### src/rtl/rbc_pkg.sv
package rbc_pkg;
  typedef enum logic [1:0] {
    ST_RUN = 2'd0,
    ST_EXT = 2'd1,
    ST_WDT = 2'd2
  } rbc_state_e;
endpackage

### src/rtl/rbc_sync.sv
module rbc_sync #(
  parameter int   STAGES  = 2,
  parameter logic RST_VAL = 1'b0
) (
  input  logic clk,
  input  logic rst_ni,
  input  logic d_i,
  output logic q_o
);
  logic [STAGES-1:0] chain_q;

  genvar g;
  generate
    for (g = 0; g < STAGES; g++) begin : g_stage
      always_ff @(posedge clk or negedge rst_ni) begin
        if (!rst_ni) begin
          chain_q[g] <= RST_VAL;
        end else begin
          if (g == 0) chain_q[g] <= d_i;
          else        chain_q[g] <= chain_q[(g == 0) ? 0 : g-1];
        end
      end
    end
  endgenerate

  assign q_o = chain_q[STAGES-1];
endmodule

### src/rtl/rbc_seq.sv
module rbc_seq
  import rbc_pkg::*;
#(
  parameter int MIN_CYC = 20,
  parameter int WDT_CYC = 8
) (
  input  logic clk,
  input  logic rst_ni,
  input  logic pin_lo_i,
  input  logic wdt_req_i,
  output logic rst_hold_o,
  output logic rel_valid_o,
  output logic wdt_done_o
);
  localparam int CW = $clog2(MIN_CYC + 1);
  localparam int WW = $clog2(WDT_CYC + 1);
  localparam logic [CW-1:0] MIN_V = CW'(MIN_CYC);
  localparam logic [WW-1:0] WDT_V = WW'(WDT_CYC);

  rbc_state_e    state_q, state_d;
  logic [CW-1:0] cnt_q, cnt_d;
  logic [WW-1:0] wcnt_q, wcnt_d;
  logic          short_q, short_d;
  logic          rel_valid, wdt_done;

  always_comb begin
    state_d   = state_q;
    cnt_d     = cnt_q;
    wcnt_d    = wcnt_q;
    short_d   = short_q;
    rel_valid = 1'b0;
    wdt_done  = 1'b0;
    unique case (state_q)
      ST_RUN: begin
        if (pin_lo_i) begin
          state_d = ST_EXT;
          cnt_d   = CW'(1);
          short_d = 1'b0;
        end else if (wdt_req_i) begin
          state_d = ST_WDT;
          wcnt_d  = WW'(1);
        end
      end
      ST_EXT: begin
        if (pin_lo_i) begin
          if (short_q) begin
            // a fresh pulse after a rejected one starts a new count
            cnt_d   = CW'(1);
            short_d = 1'b0;
          end else if (cnt_q < MIN_V) begin
            cnt_d = cnt_q + CW'(1);
          end
        end else if (cnt_q >= MIN_V) begin
          state_d   = ST_RUN;
          rel_valid = !short_q;
        end else begin
          // released early: stretch, remember the pulse was too short
          short_d = 1'b1;
          cnt_d   = cnt_q + CW'(1);
        end
      end
      ST_WDT: begin
        if (pin_lo_i) begin
          state_d = ST_EXT;
          cnt_d   = CW'(1);
          short_d = 1'b0;
        end else if (wcnt_q == WDT_V) begin
          state_d  = ST_RUN;
          wdt_done = 1'b1;
        end else begin
          wcnt_d = wcnt_q + WW'(1);
        end
      end
      default: state_d = ST_EXT;
    endcase
  end

  always_ff @(posedge clk or negedge rst_ni) begin
    if (!rst_ni) begin
      state_q <= ST_EXT;
      cnt_q   <= '0;
      wcnt_q  <= '0;
      short_q <= 1'b0;
    end else begin
      state_q <= state_d;
      cnt_q   <= cnt_d;
      wcnt_q  <= wcnt_d;
      short_q <= short_d;
    end
  end

  assign rst_hold_o  = (state_q != ST_RUN);
  assign rel_valid_o = rel_valid;
  assign wdt_done_o  = wdt_done;

  // checker: length of the current external hold, independent of cnt_q
  logic [CW-1:0] run_q;
  always_ff @(posedge clk or negedge rst_ni) begin
    if (!rst_ni)                 run_q <= '0;
    else if (state_q != ST_EXT)  run_q <= '0;
    else if (run_q < MIN_V)      run_q <= run_q + CW'(1);
  end

  p_min_width_r2: assert property (@(posedge clk) disable iff (!rst_ni)
    (state_q == ST_EXT && state_d == ST_RUN) |-> (run_q >= MIN_V - CW'(1)));

  p_wdt_len_r8: assert property (@(posedge clk) disable iff (!rst_ni)
    (state_q == ST_WDT && state_d == ST_RUN) |-> (wcnt_q == WDT_V));
endmodule

### src/rtl/rbc_mode_latch.sv
module rbc_mode_latch #(
  parameter int                MODE_W   = 3,
  parameter logic [MODE_W-1:0] BOOT_ENC = 3'b110,
  parameter logic [MODE_W-1:0] DEF_MODE = 3'b101
) (
  input  logic              clk,
  input  logic              rst_ni,
  input  logic              rel_valid_i,
  input  logic              wdt_done_i,
  input  logic [MODE_W-1:0] mode_pins_i,
  input  logic              wren_i,
  output logic [MODE_W-1:0] mode_o,
  output logic              boot_o,
  output logic              restart_o
);
  logic [MODE_W-1:0] mode_q, mode_d;
  logic              boot_q, boot_d;
  logic              restart_q, restart_d;
  logic              load_en;

  always_comb begin
    load_en = rel_valid_i;
    mode_d  = mode_q;
    boot_d  = boot_q;
    if (boot_q) begin
      if (!wren_i) begin
        boot_d = 1'b0;
        mode_d = mode_pins_i;
      end
    end else begin
      mode_d = mode_pins_i;
      boot_d = (mode_pins_i == BOOT_ENC) && wren_i;
    end
    restart_d = wdt_done_i && boot_q;
  end

  always_ff @(posedge clk or negedge rst_ni) begin
    if (!rst_ni) begin
      mode_q <= DEF_MODE;
      boot_q <= 1'b0;
    end else if (load_en) begin
      mode_q <= mode_d;
      boot_q <= boot_d;
    end
  end

  always_ff @(posedge clk or negedge rst_ni) begin
    if (!rst_ni) restart_q <= 1'b0;
    else         restart_q <= restart_d;
  end

  assign mode_o    = mode_q;
  assign boot_o    = boot_q;
  assign restart_o = restart_q;

  p_wdt_keeps_state_r8: assert property (@(posedge clk) disable iff (!rst_ni)
    wdt_done_i |=> ($stable(mode_q) && $stable(boot_q)));
endmodule

### src/rtl/rstboot_ctrl.sv
module rstboot_ctrl #(
  parameter int                MIN_RST_CYC = 20,
  parameter int                WDT_RST_CYC = 8,
  parameter int                SYNC_STAGES = 2,
  parameter int                MODE_W      = 3,
  parameter logic [MODE_W-1:0] BOOT_MODE   = 3'b110,
  parameter logic [MODE_W-1:0] POR_MODE    = 3'b101
) (
  input  logic              clk,
  input  logic              por_n,
  input  logic              rst_pin_n,
  input  logic [MODE_W-1:0] mode_pins,
  input  logic              wren_pin,
  input  logic              wdt_req,
  output logic              int_rst_n,
  output logic [MODE_W-1:0] op_mode,
  output logic              boot_mode,
  output logic              boot_restart,
  output logic              bus_drv_en
);
  logic pin_sync, rst_hold, rel_valid, wdt_done;
  logic bus_en_q, bus_en_d;

  rbc_sync #(.STAGES(SYNC_STAGES), .RST_VAL(1'b0)) i_sync (
    .clk    (clk),
    .rst_ni (por_n),
    .d_i    (rst_pin_n),
    .q_o    (pin_sync)
  );

  rbc_seq #(.MIN_CYC(MIN_RST_CYC), .WDT_CYC(WDT_RST_CYC)) i_seq (
    .clk         (clk),
    .rst_ni      (por_n),
    .pin_lo_i    (!pin_sync),
    .wdt_req_i   (wdt_req),
    .rst_hold_o  (rst_hold),
    .rel_valid_o (rel_valid),
    .wdt_done_o  (wdt_done)
  );

  rbc_mode_latch #(.MODE_W(MODE_W), .BOOT_ENC(BOOT_MODE), .DEF_MODE(POR_MODE)) i_latch (
    .clk         (clk),
    .rst_ni      (por_n),
    .rel_valid_i (rel_valid),
    .wdt_done_i  (wdt_done),
    .mode_pins_i (mode_pins),
    .wren_i      (wren_pin),
    .mode_o      (op_mode),
    .boot_o      (boot_mode),
    .restart_o   (boot_restart)
  );

  always_comb bus_en_d = !rst_hold;

  always_ff @(posedge clk or negedge por_n) begin
    if (!por_n) bus_en_q <= 1'b0;
    else        bus_en_q <= bus_en_d;
  end

  assign int_rst_n  = !rst_hold;
  assign bus_drv_en = bus_en_q && !rst_hold;

  p_bus_off_r11: assert property (@(posedge clk) disable iff (!por_n)
    !int_rst_n |-> !bus_drv_en);

  p_mode_hold_r10: assert property (@(posedge clk) disable iff (!por_n)
    ($past(int_rst_n) && int_rst_n) |-> ($stable(op_mode) && $stable(boot_mode)));

  p_boot_exit_r7: assert property (@(posedge clk) disable iff (!por_n)
    $fell(boot_mode) |-> !$past(wren_pin));

  p_boot_entry_r5: assert property (@(posedge clk) disable iff (!por_n)
    $rose(boot_mode) |-> ($past(wren_pin) && ($past(mode_pins) == BOOT_MODE)));

  p_restart_boot_r8: assert property (@(posedge clk) disable iff (!por_n)
    boot_restart |-> (boot_mode && int_rst_n));

  p_restart_pulse_r8: assert property (@(posedge clk) disable iff (!por_n)
    boot_restart |=> !boot_restart);
endmodule

### config.mk
export PLATFORM = sky130hd
export DESIGN_NAME = rstboot_ctrl
export DESIGN_NICKNAME = d
export VERILOG_FILES = /design/src/rtl/rbc_pkg.sv /design/src/rtl/rbc_sync.sv /design/src/rtl/rbc_seq.sv /design/src/rtl/rbc_mode_latch.sv /design/src/rtl/rstboot_ctrl.sv
export SDC_FILE = /design/constraint.sdc
export NUM_CORES = 1
export LEC_CHECK = 0
export ABC_AREA = 0
export BUFFER_PORTS_ARGS = -buffer_cell sky130_fd_sc_hd__clkbuf_2
export CAP_MARGIN = 20
export CORE_UTILIZATION = 49
export CTS_BUF_LIST = sky130_fd_sc_hd__clkbuf_4 sky130_fd_sc_hd__clkbuf_8 sky130_fd_sc_hd__clkbuf_16
export DETAILED_ROUTE_END_ITERATION = 8
export PLACE_DENSITY = 0.73
export SYNTH_ARGS = -nofsm -noshare
export SYNTH_HDL_FRONTEND = slang
export SYNTH_SLANG_ARGS = --single-unit
### constraint.sdc
create_clock -name clk -period 1.45 [get_ports clk]
set_clock_uncertainty 0.15 [all_clocks]
set_input_delay 0.0725 -clock clk [delete_from_list [all_inputs] [get_ports clk]]
set_output_delay 0.0725 -clock clk [all_outputs]
set_load 0.03 [all_outputs]
**Word-level counts from Yosys, hierarchy flattened**

Index checks and enable logic that the tools add are counted.

- Flip-flop bits (word level): 20
- Bits of input ports: 8
- Output and inout port bits: 7
- Logic and storage cells: 77

- $add $sub $neg: 2
- $lt $le $gt $ge: 2
- Equality and inequality tests: 16
- Muxes and demuxes: 32
- Reduce and logical (&&, ||, !) cells: 15

Operator list:

| kind | count |
|---|---|
| two-way mux 5 bit | 5 |
| two-way mux 4 bit | 4 |
| inequality test 2 bit (second input constant) | 7 |
| two-way mux 2 bit | 6 |
| two-way mux 1 bit | 11 |
| one-hot mux 5 bit (2 select lines) | 1 |
| one-hot mux 4 bit (2 select lines) | 1 |
| AND reduction 4 bit | 2 |
| two-way mux 3 bit | 2 |
| inequality test 3 bit (second input constant) | 2 |
| one-hot mux 2 bit (3 select lines) | 1 |
| nonzero test 2 bit | 3 |
| adder 5 x 1 -> 5 bit (second input constant) | 1 |
| greater-or-equal comparator 5 bit (second input constant) | 1 |
| less-than comparator 5 bit (second input constant) | 1 |
| AND reduction 5 bit | 1 |
| adder 4 x 1 -> 4 bit (second input constant) | 1 |
| equality test 4 bit (second input constant) | 1 |
| inequality test 4 x 2 -> 1 bit (second input constant) | 1 |
| equality test 3 bit (second input constant) | 1 |
| logical AND 1 bit | 3 |
| inequality test 3 x 2 -> 1 bit (second input constant) | 1 |
| AND reduction 3 bit | 1 |
| equality test 2 x 1 -> 1 bit (second input constant) | 1 |
| other kinds (7) | 8 |

**Longest topological paths before layout**

Gate-level depths: netlist of run 1.

- Depth in word-level cells: 5
- Mapped depth: 6
- Depth with buffers taken out: 6

**Modules after synthesis**

Synthesis of run 1 repeated with hierarchy kept, for this count alone.

- Cell total of the unflattened synthesis: 91
- Area total of the unflattened synthesis: 1,088.5 sq um

Modules (own cells, without submodules):

| module | instances | cells an instance | area an instance (sq um) |
|---|---|---|---|
| rbc_seq | 1 | 72 | 789.5 |
| rbc_mode_latch | 1 | 13 | 210.2 |
| rbc_sync | 1 | 2 | 50.0 |
| rstboot_ctrl | 1 | 4 | 38.8 |

**Worst setup path after synthesis of run 1**

OpenSTA, ideal clock, no wires.

- Kind: reg2reg
- Start: register i_seq.state_q[0]
- End: register i_latch.mode_q[1], in the netlist i_latch.mode_o[1]
- Arrival time: 1,345 ps
- Setup slack: -170 ps
- Cell stages (with the launch flop): 5
- Buffers on the path: 0
- Clock period less this slack: 1,620 ps
- Path through: dfstp_2 -> and2b_2 -> nand4bb_4 -> a21o_4 -> mux2_4

- Longest elaborated chain between the ends: 3

Ends and longest elaborated chain:

| item | line | text |
|---|---|---|
| start, declared | rbc_seq.sv:20 | `rbc_state_e state_q, state_d;` |
| start signal, assigned | rbc_seq.sv:85 | `state_q <= state_d;` |
| equality test 2 x 1 -> 1 bit | rbc_seq.sv:33 | `unique case (state_q)` |
| two-way mux 1 bit | rbc_seq.sv:33 |  |
| AND reduction 2 bit (no line) | - |  |
| end signal, assigned | rbc_mode_latch.sv:42 | `mode_q <= mode_d;` |
| end, declared | rbc_mode_latch.sv:16 | `logic [MODE_W-1:0] mode_q, mode_d;` |

Every way passes these cells.
A chain may end at the register's enable or synchronous reset.

**Worst setup path in the final report of run 1**

Same ends and word-level chain as after synthesis.

==> impl_metrics.toml, run 1 <==
[critical_path]
cp.required_ps = 1480
crit_type = "flip-flop to flip-flop"
ff2ff_setup_slack_ps = -200
r2r_end = "i_latch.mode_o[1]"
reg2reg_depth = 4
crit_path_start = "i_seq.state_q[0]"
arrival_ps = 1690
startpoint_type = "flip-flop"
reg2reg_from = "i_seq.state_q[0]"
cp-end-kind = "flip-flop"
cp_max_fo = 3

[die]
rows = 15
die_area_mm2 = 0.00219
start_util = 0.547
die_height_um = 46.8
ios = 15
die_w_um = 46.8
core_mm2 = 0.00180

[detailed_routing]
first_pass_iters = 4
drt_iter0_markers = 9
via_per_inst = 5.34
wl_mm = 2.11
wl_per_cell_um = 13.7
ant_nets = 0
vias = 823
drc = 0

[final_layout]
drive_above_1_share = 0.473
postLayoutCellArea_mm2 = 0.00142
layout_common_cells = "dfrtp_1 (17), buf_4 (15), clkbuf_2 (12), nand2_1 (6), dlygate4sd3_1 (6)"
layout_commonest_cell = "dfrtp_1"
num_antenna_cells = 0
finish.net_count = 142
syn_to_final_growth_pct = 43.8

[timing]
fin_crit_sh = 1.14
period_minus_slack_ps = 1650
fmax_ghz = 0.605
slew_headroom = 0.669
rsz0062_at_grt = "true"
finalWorstSetupSlack_ps = -202
drv_slew = 0
tightest_slew_ps = 496
final_hold_viol_count = 0
setup_violations = 17

[yosys]
syn-cell-area_um2 = 985
synth_area_leaders = "dfrtp_1 (43%), dfstp_2 (8.0%), ha_1 (5.1%)"
synth_seq_cells = 20
synth_top_area_cell = "dfrtp_1"
ys_types = 32
netlist_instances = 86
yosys_warnings = 0
seq_area_frac_synth = 0.512
synth_top_area_frac = 0.432
syn-num-nets = 98
syn_avg_cell_area_um2 = 11.4

[place]
dpl.hpwl_mm = 1.41
post-place-ws_ps = -137
place_area_mm2 = 0.00121
portBuffers = 14
place.gp.congestion = 0.750

[power]
leakage_nw = 0.696
vdd_drop_max_uv = 1050
pwr_density_cell_mw_per_mm2 = 951
power.total_mw = 1.35

[global_routing]
grt_pass1_wl_mm = 3.50
antenna_found_initial = 0
grt_max_degree = 21
track_usage = 0.233
first_global_vias = 843
globalRouteOverflowTotal = 0

[hold_path]
min_from = "wdt_req"
worstHoldEndpoint = "i_seq.wcnt_q[2]"
worstHoldPathType = "primary input to flip-flop"
whs_path_depth = 3

[clock_tree]
cts.htree.levels = 1
ctsRootBufferMaster = "clkbuf_4"
cts.reportedPaths.clkPinSlew_ps = 120
numCtsBuffers = 3
clock_sinks = 20
clk_latency_ps = 300
clock_path_buffers = 2
cts_tree = "built"

[flow_run]
drv_cap = 0

[status]
outcome = "finished, violations left"
violations = "setup timing"
==> state kept, by name, summed over array words and instances (netlist names) <==
name,flops
bus_en_q,1
i_latch.boot_o,1
i_latch.mode_o,3
i_latch.restart_o,1
i_seq.cnt_q,5
i_seq.short_q,1
i_seq.state_q,2
i_seq.wcnt_q,4
i_sync.chain_q,1
i_sync.q_o,1
==> Yosys cell counts (all sizes together) <==
cell type,number
a2111oi,1
a211o,1
a21o,2
a21oi,1
a22o,4
and2,3
and2b,1
and3,2
and3b,1
dfrtp,17
dfstp,3
ha,4
inv,4
mux2,3
mux2i,1
nand2,8
nand2b,2
nand3,4
nand3b,1
nand4,1
nand4bb,1
nor2,5
nor2b,3
nor3,3
o21ai,4
o22a,1
o2bb2ai,1
o31ai,1
or2,1
xor2,2
==> layout make-up <==
| cell class | instances | area [µm²] |
|---|---|---|
| Multi-Input combinational cell | 62 | 522 |
| Sequential cell | 20 | 504 |
| Inverter | 4 | 15.0 |
| Fill cell | 130 | 385 |
| Timing Repair Buffer | 39 | 308 |
| Clock buffer | 4 | 36.3 |
| Tap cell | 25 | 31.3 |
==> kinds of logic after synthesis <==
logic type	share of synthesized area
buf+inv	0.0152
simple gates	0.215
compound gates	0.133
xor+xnor	0.0178
flops	0.512
mux	0.0559
fa+ha+maj	0.0508
==> layer usage <==
layer  up-vias  part of all wire  track usage
met5         -                 0            0
met4         0             0.011       0.0686
met3         4             0.037       0.0731
met2        23              0.52        0.419
met1       408              0.43        0.264
li1        388                 -            -
==> power breakdown <==
part / switching [mW] / leakage [nW] / internal [mW] / total [mW]
logic: 0.159 / 0.437 / 0.178 / 0.337
clock network: 0.165 / 0.0210 / 0.153 / 0.318
registers: 0.0597 / 0.238 / 0.632 / 0.692
==> per-stage QoR <==
stage               cells  setup TNS (ps)   util  hold slack [ps]
finish                154           -1910  0.786             80.5
global route          154           -2920  0.786             97.0
CTS                   155           -2140  0.776             67.1
detailed placement    141           -1060  0.669            -85.5
global placement      141            -746  0.669            -96.9
floorplan              86           -1290      -             -373
==> critical path, stage by stage (launching register included) <==
cell,delay [ps]
dfstp_2,560
and2b_2,190
nand4bb_4,120
a21o_4,220
mux2_4,290
==> how the worst max path moves through the flow <==
stage / endpoint / slack (ps)
3_3_place_gp: i_latch.mode_o[1] / -120
6_report: i_latch.mode_o[1] / -200
3_5_place_dp: i_seq.cnt_q[3] / -140
4_1_cts: i_latch.mode_o[1] / -190
2_1_floorplan: i_latch.mode_o[1] / -170
5_1_grt: i_seq.state_q[1] / -240
==> timing repair <==
action                                 4_1_cts  5_1_grt
endpoints found under the hold margin       25        0
pin swaps                                    6        3
setup buffers                                4        0
setup endpoints to repair                   16       17
resized for setup                           17       10
hold buffers                                 6        0
Power figures use the tool's default switching activity.
==> run 2, diff against run 1 <==
--- a/config.mk
+++ b/config.mk
@@ -8,10 +8,10 @@
 export ABC_AREA = 0
 export BUFFER_PORTS_ARGS = -buffer_cell sky130_fd_sc_hd__clkbuf_2
 export CAP_MARGIN = 20
-export CORE_UTILIZATION = 49
+export CORE_UTILIZATION = 54
 export CTS_BUF_LIST = sky130_fd_sc_hd__clkbuf_4 sky130_fd_sc_hd__clkbuf_8 sky130_fd_sc_hd__clkbuf_16
 export DETAILED_ROUTE_END_ITERATION = 8
-export PLACE_DENSITY = 0.73
+export PLACE_DENSITY = 0.76
 export SYNTH_ARGS = -nofsm -noshare
 export SYNTH_HDL_FRONTEND = slang
 export SYNTH_SLANG_ARGS = --single-unit
==> constraint.sdc (replaced) <==
create_clock -name clk -period 1.6 [get_ports clk]
set_clock_uncertainty 0.15 [all_clocks]
set_input_delay 0.08 -clock clk [delete_from_list [all_inputs] [get_ports clk]]
set_output_delay 0.08 -clock clk [all_outputs]
set_load 0.03 [all_outputs]
==> run 2 against run 1 <==
Effect of this change: the flow still finishes with violations (setup timing); first-iteration DRC count is 44% lower; sequential power is 8.1% lower; power is 15% lower; die area is 8.9% lower; sequential share of layout area is 3.7 points higher; combinational power is 23% lower; register-to-register slack better by 190 ps; via count is 9.7% lower; critical endpoint unchanged.
==> impl_metrics.toml, run 2 (synthesis results as in run 1) <==
[timing]
rsz0062_at_grt = "true"
slew_headroom = 0.684
final_hold_viol_count = 0
drv_slew = 0
finalWorstSetupSlack_ps = -15.6
fmax_ghz = 0.619
setup_violations = 1
fin_crit_sh = 1.01
tightest_slew_ps = 474
setup_tns_ps = -15.6
whs_ps = 84.4
period_minus_slack_ps = 1620

[final_layout]
post-route-util = 0.743
layout_common_cells = "dfrtp_1 (17), clkbuf_2 (13), buf_4 (10), nand2_1 (7), dlygate4sd3_1 (6)"
finish.net_count = 133
largest_register = "i_seq.cnt_q"
layout_commonest_cell = "dfrtp_1"
instances_no_fill = 145
num_antenna_cells = 0
drive_above_1_share = 0.375
largest_register_ff_count = 5
syn_to_final_growth_pct = 30.2

[place]
post-place-ws_ps = -8.70
place.gp.congestion = 0.712
dp.cells = 134
dpl.hpwl_mm = 1.31
portBuffers = 14

[power]
pwr_density_cell_mw_per_mm2 = 895
leakage_nw = 0.627
vdd_drop_max_uv = 511

[detailed_routing]
via_per_inst = 5.12
ant_nets = 0
wl_mm = 1.84
wl_per_cell_um = 12.7
vias = 743
drt_iter0_markers = 5
first_pass_iters = 4
drc = 0

[die]
die_area_mm2 = 0.00200
ios = 15
die_height_um = 44.7
die_w_um = 44.7
rows = 15
start_util = 0.570
core_mm2 = 0.00173

[critical_path]
cp-end-kind = "flip-flop"
slowest_delay_ps = 540
arrival_ps = 1640
critPathSlowestCell = "dfstp_2"
startpoint_type = "flip-flop"
critPathBufInv = 0
cp_cell_sequence = "and2b_2, nand4bb_4, a21o_4, mux2_4"
crit_type = "flip-flop to flip-flop"
cpLargestDelayFamily = "flip-flops"
cp.required_ps = 1620
cp_max_fo = 3

[clock_tree]
clock_sinks = 20
clock_path_buffers = 2
cts.reportedPaths.clkPinSlew_ps = 110
cts.htree.levels = 1
cts_tree = "built"
clk_latency_ps = 290
ctsRootBufferMaster = "clkbuf_4"
numCtsBuffers = 3

[hold_path]
worstHoldPathType = "primary input to flip-flop"

[global_routing]
track_usage = 0.235
grt_max_degree = 21
globalRouteOverflowTotal = 0
first_global_vias = 780
grt_pass1_wl_mm = 3.39
antenna_found_initial = 0

[status]
violations = "setup timing"
outcome = "finished, violations left"

[flow_run]
drv_cap = 0
-- run 2: cell types whose count changed in the layout (fill, tap and decap cells not counted), moves of 2 or more --
cell,change
nor2b_2,-2
buf_8,-2
nor2b_1,+2
buf_4,-5
buf_6,-4
clkbuf_4,+2
-- run 2: worst paths after layout --
check / start / end / slack (ps) / cells after the start
worst max register to register: i_seq.state_q[0] / i_latch.mode_o[1] / -20 / 4
worst min register to register: i_sync.chain_q[0] / i_sync.q_o / 230 / 0
worst max-delay path: i_seq.state_q[0] / i_latch.mode_o[1] / -20 / 4
worst min-delay path: wdt_req / i_seq.wcnt_q[2] / 80 / 3
max in group asynchronous: por_n / i_latch.mode_o[2] / 820 / 2
min in group asynchronous: por_n / i_seq.wcnt_q[3] / 120 / 2
-- run 2: tightest hold or removal path, cell delays in order --
cell and delay (ps):
clkbuf_2 80, and3_1 270, nor2_1 70
-- run 2: cell type report --
cell class	count	area, µm²
tap	25	31.3
timing repair buffer	30	208
inverter	4	15.0
fill	134	444
clock buffer	4	30.0
sequential	20	504
multi-input combinational	62	494
-- run 2: metrics by stage --
stage,total power [mW],cell area (µm²)
final,1.15,1280
after global routing,1.23,1280
after CTS,1.15,1250
after detailed placement,0.886,1150
after global placement,0.874,1150
after floorplan,0.786,985
-- run 2: layer usage --
metal  up-vias  track usage  part of all wire
met1       352        0.325              0.48
li1        372            -                 -
met3         2       0.0360             0.035
met2        17        0.374              0.48
met5         -            0                 0
met4         0       0.0909            0.0076
-- run 2: power breakdown --
part	switching, mW	leakage [nW]	internal, mW
clock	0.137	0.0184	0.114
combinational	0.125	0.371	0.136
sequential	0.0631	0.238	0.573
total	0.325	0.627	0.823
-- run 2: what timing repair did --
action                                 4_1_cts  5_1_grt
endpoints found under the hold margin       25        0
gates resized for setup                      3        7
buffers inserted                             0        1
setup endpoints to repair                    3       13
hold buffers                                 6        0
==> run 3, diff against run 2 <==
--- a/config.mk
+++ b/config.mk
@@ -11,7 +11,8 @@
 export CORE_UTILIZATION = 54
 export CTS_BUF_LIST = sky130_fd_sc_hd__clkbuf_4 sky130_fd_sc_hd__clkbuf_8 sky130_fd_sc_hd__clkbuf_16
 export DETAILED_ROUTE_END_ITERATION = 8
-export PLACE_DENSITY = 0.76
+export MAX_ROUTING_LAYER = met4
+export PLACE_DENSITY = 0.75
 export SYNTH_ARGS = -nofsm -noshare
 export SYNTH_HDL_FRONTEND = slang
 export SYNTH_SLANG_ARGS = --single-unit
==> run 3 against run 2 <==
Effect of this change: the run still ends with setup timing left; critical path depth stayed put; first-iteration DRC count is 60% higher; routed wire length fell by 8.6%; via count fell by 0.67%; design area shrank 1.5%; critical path type unchanged; highest routed layer unchanged.
==> impl_metrics.toml, run 3 (synthesis results as in run 1) <==
[status]
outcome = "finished, violations left"
violations = "setup timing"

[clock_tree]
cts.reportedPaths.clkPinSlew_ps = 100
cts.htree.levels = 1
ctsRootBufferMaster = "clkbuf_4"
clock_path_buffers = 2
clock_sinks = 20
numCtsBuffers = 3
cts_tree = "built"
clk_latency_ps = 300

[critical_path]
startpoint_type = "flip-flop"
crit_path_start = "i_seq.state_q[0]"
cp_max_fo = 3
crit_type = "flip-flop to flip-flop"
slowest_delay_ps = 540
cp_cell_sequence = "and2b_2, nand4bb_4, a21o_4, mux2_4"
cp.required_ps = 1630
critPathSlowestCell = "dfstp_2"
arrival_ps = 1660
cp-end-kind = "flip-flop"
reg2reg_from = "i_seq.state_q[0]"

[detailed_routing]
wl_mm = 1.68
via_per_inst = 5.13
vias = 738
ant_nets = 0
first_pass_iters = 4
wl_per_cell_um = 11.7
drt_iter0_markers = 8
drc = 0

[timing]
whs_ps = 43.9
tightest_slew_ps = 467
drv_slew = 0
setup_tns_ps = -35.1
rsz0062_at_grt = "true"
finalWorstSetupSlack_ps = -34.1
period_minus_slack_ps = 1630
fin_crit_sh = 1.02
fmax_ghz = 0.612
setup_violations = 2
final_hold_viol_count = 0
slew_headroom = 0.688

[final_layout]
num_antenna_cells = 0
post-route-util = 0.732
postLayoutCellArea_mm2 = 0.00126
instances_no_fill = 144
finish.net_count = 132
syn_to_final_growth_pct = 28.3
largest_register_ff_count = 5
drive_above_1_share = 0.353
layout_commonest_cell = "dfrtp_1"
largest_register = "i_seq.cnt_q"
layout_common_cells = "dfrtp_1 (17), clkbuf_2 (13), buf_4 (9), nand2_1 (7), dlygate4sd3_1 (6)"

[hold_path]
min_from = "wdt_req"
worstHoldPathType = "primary input to flip-flop"

[place]
dp.cells = 133
place_area_mm2 = 0.00115
post-place-ws_ps = -9.30
place.gp.congestion = 0.766
portBuffers = 14
dpl.hpwl_mm = 1.26

[power]
power.total_mw = 1.14
p_seq_frac = 0.554
intPower_mw = 0.821
combinationalPowerShare = 0.223
leakage_nw = 0.619
p_sw_mw = 0.319
vdd_drop_max_uv = 749
pwr_density_cell_mw_per_mm2 = 902
clockPowerShare = 0.223
p_sw_frac = 0.280

[global_routing]
globalRouteOverflowTotal = 0
grt_pass1_wl_mm = 2.77
grt_max_degree = 21
track_usage = 0.195
first_global_vias = 673
antenna_found_initial = 0

[die]
die_area_mm2 = 0.00200
core_mm2 = 0.00173
die_w_um = 44.7
die_height_um = 44.7
start_util = 0.570
rows = 15
ios = 15

[flow_run]
drv_cap = 0
-- run 3: path summary, 6_finish.rpt --
check                                         end  slack [ps]  cells after the start
worst max register to register  i_latch.mode_o[1]         -30                      4
worst min-delay path              i_seq.wcnt_q[3]          40                      3
worst min register to register         i_sync.q_o         220                      0
min in group asynchronous         i_seq.wcnt_q[1]         100                      2
worst max-delay path            i_latch.mode_o[1]         -30                      4
max in group asynchronous        i_seq.state_q[0]         840                      2
-- run 3: area by class of cell --
class | instances | area (µm²)
inverter | 4 | 15.0
sequential | 20 | 504
multi-input combinational | 62 | 483
tap | 25 | 31.3
timing repair buffer | 29 | 200
clock buffer | 4 | 30.0
fill | 138 | 463
-- run 3: power by group through the flow --
stage	sequential, mW	combinational (mW)	clock (mW)
floorplan	0.648	0.139	0
CTS	0.632	0.254	0.264
global placement	0.636	0.237	0
finish	0.632	0.254	0.254
detailed placement	0.642	0.241	0
global route	0.640	0.288	0.293
-- run 3: repair_timing --
action	4_1_cts	5_1_grt
hold buffers	6	0
buffers inserted	0	1
endpoints found under the hold margin	25	0
resized for setup	3	4
setup endpoints to repair	2	11
-- run 3: per-layer routing --
metal / vias up / GRT usage / routed length [µm]
li1: 370 / - / -
met1: 353 / 0.240 / 775
met2: 11 / 0.309 / 821
met3: 4 / 0.0440 / 49
met4: 0 / 0.0848 / 34
met5: - / - / 0
-- run 3: worst max-delay path, delay by kind of cell, from the launching register on --
family,cells,cell delay (ps)
and+or+nand+nor,2,300
DFF,1,540
muxes,1,310
AOI/OAI and AO/OA,1,220
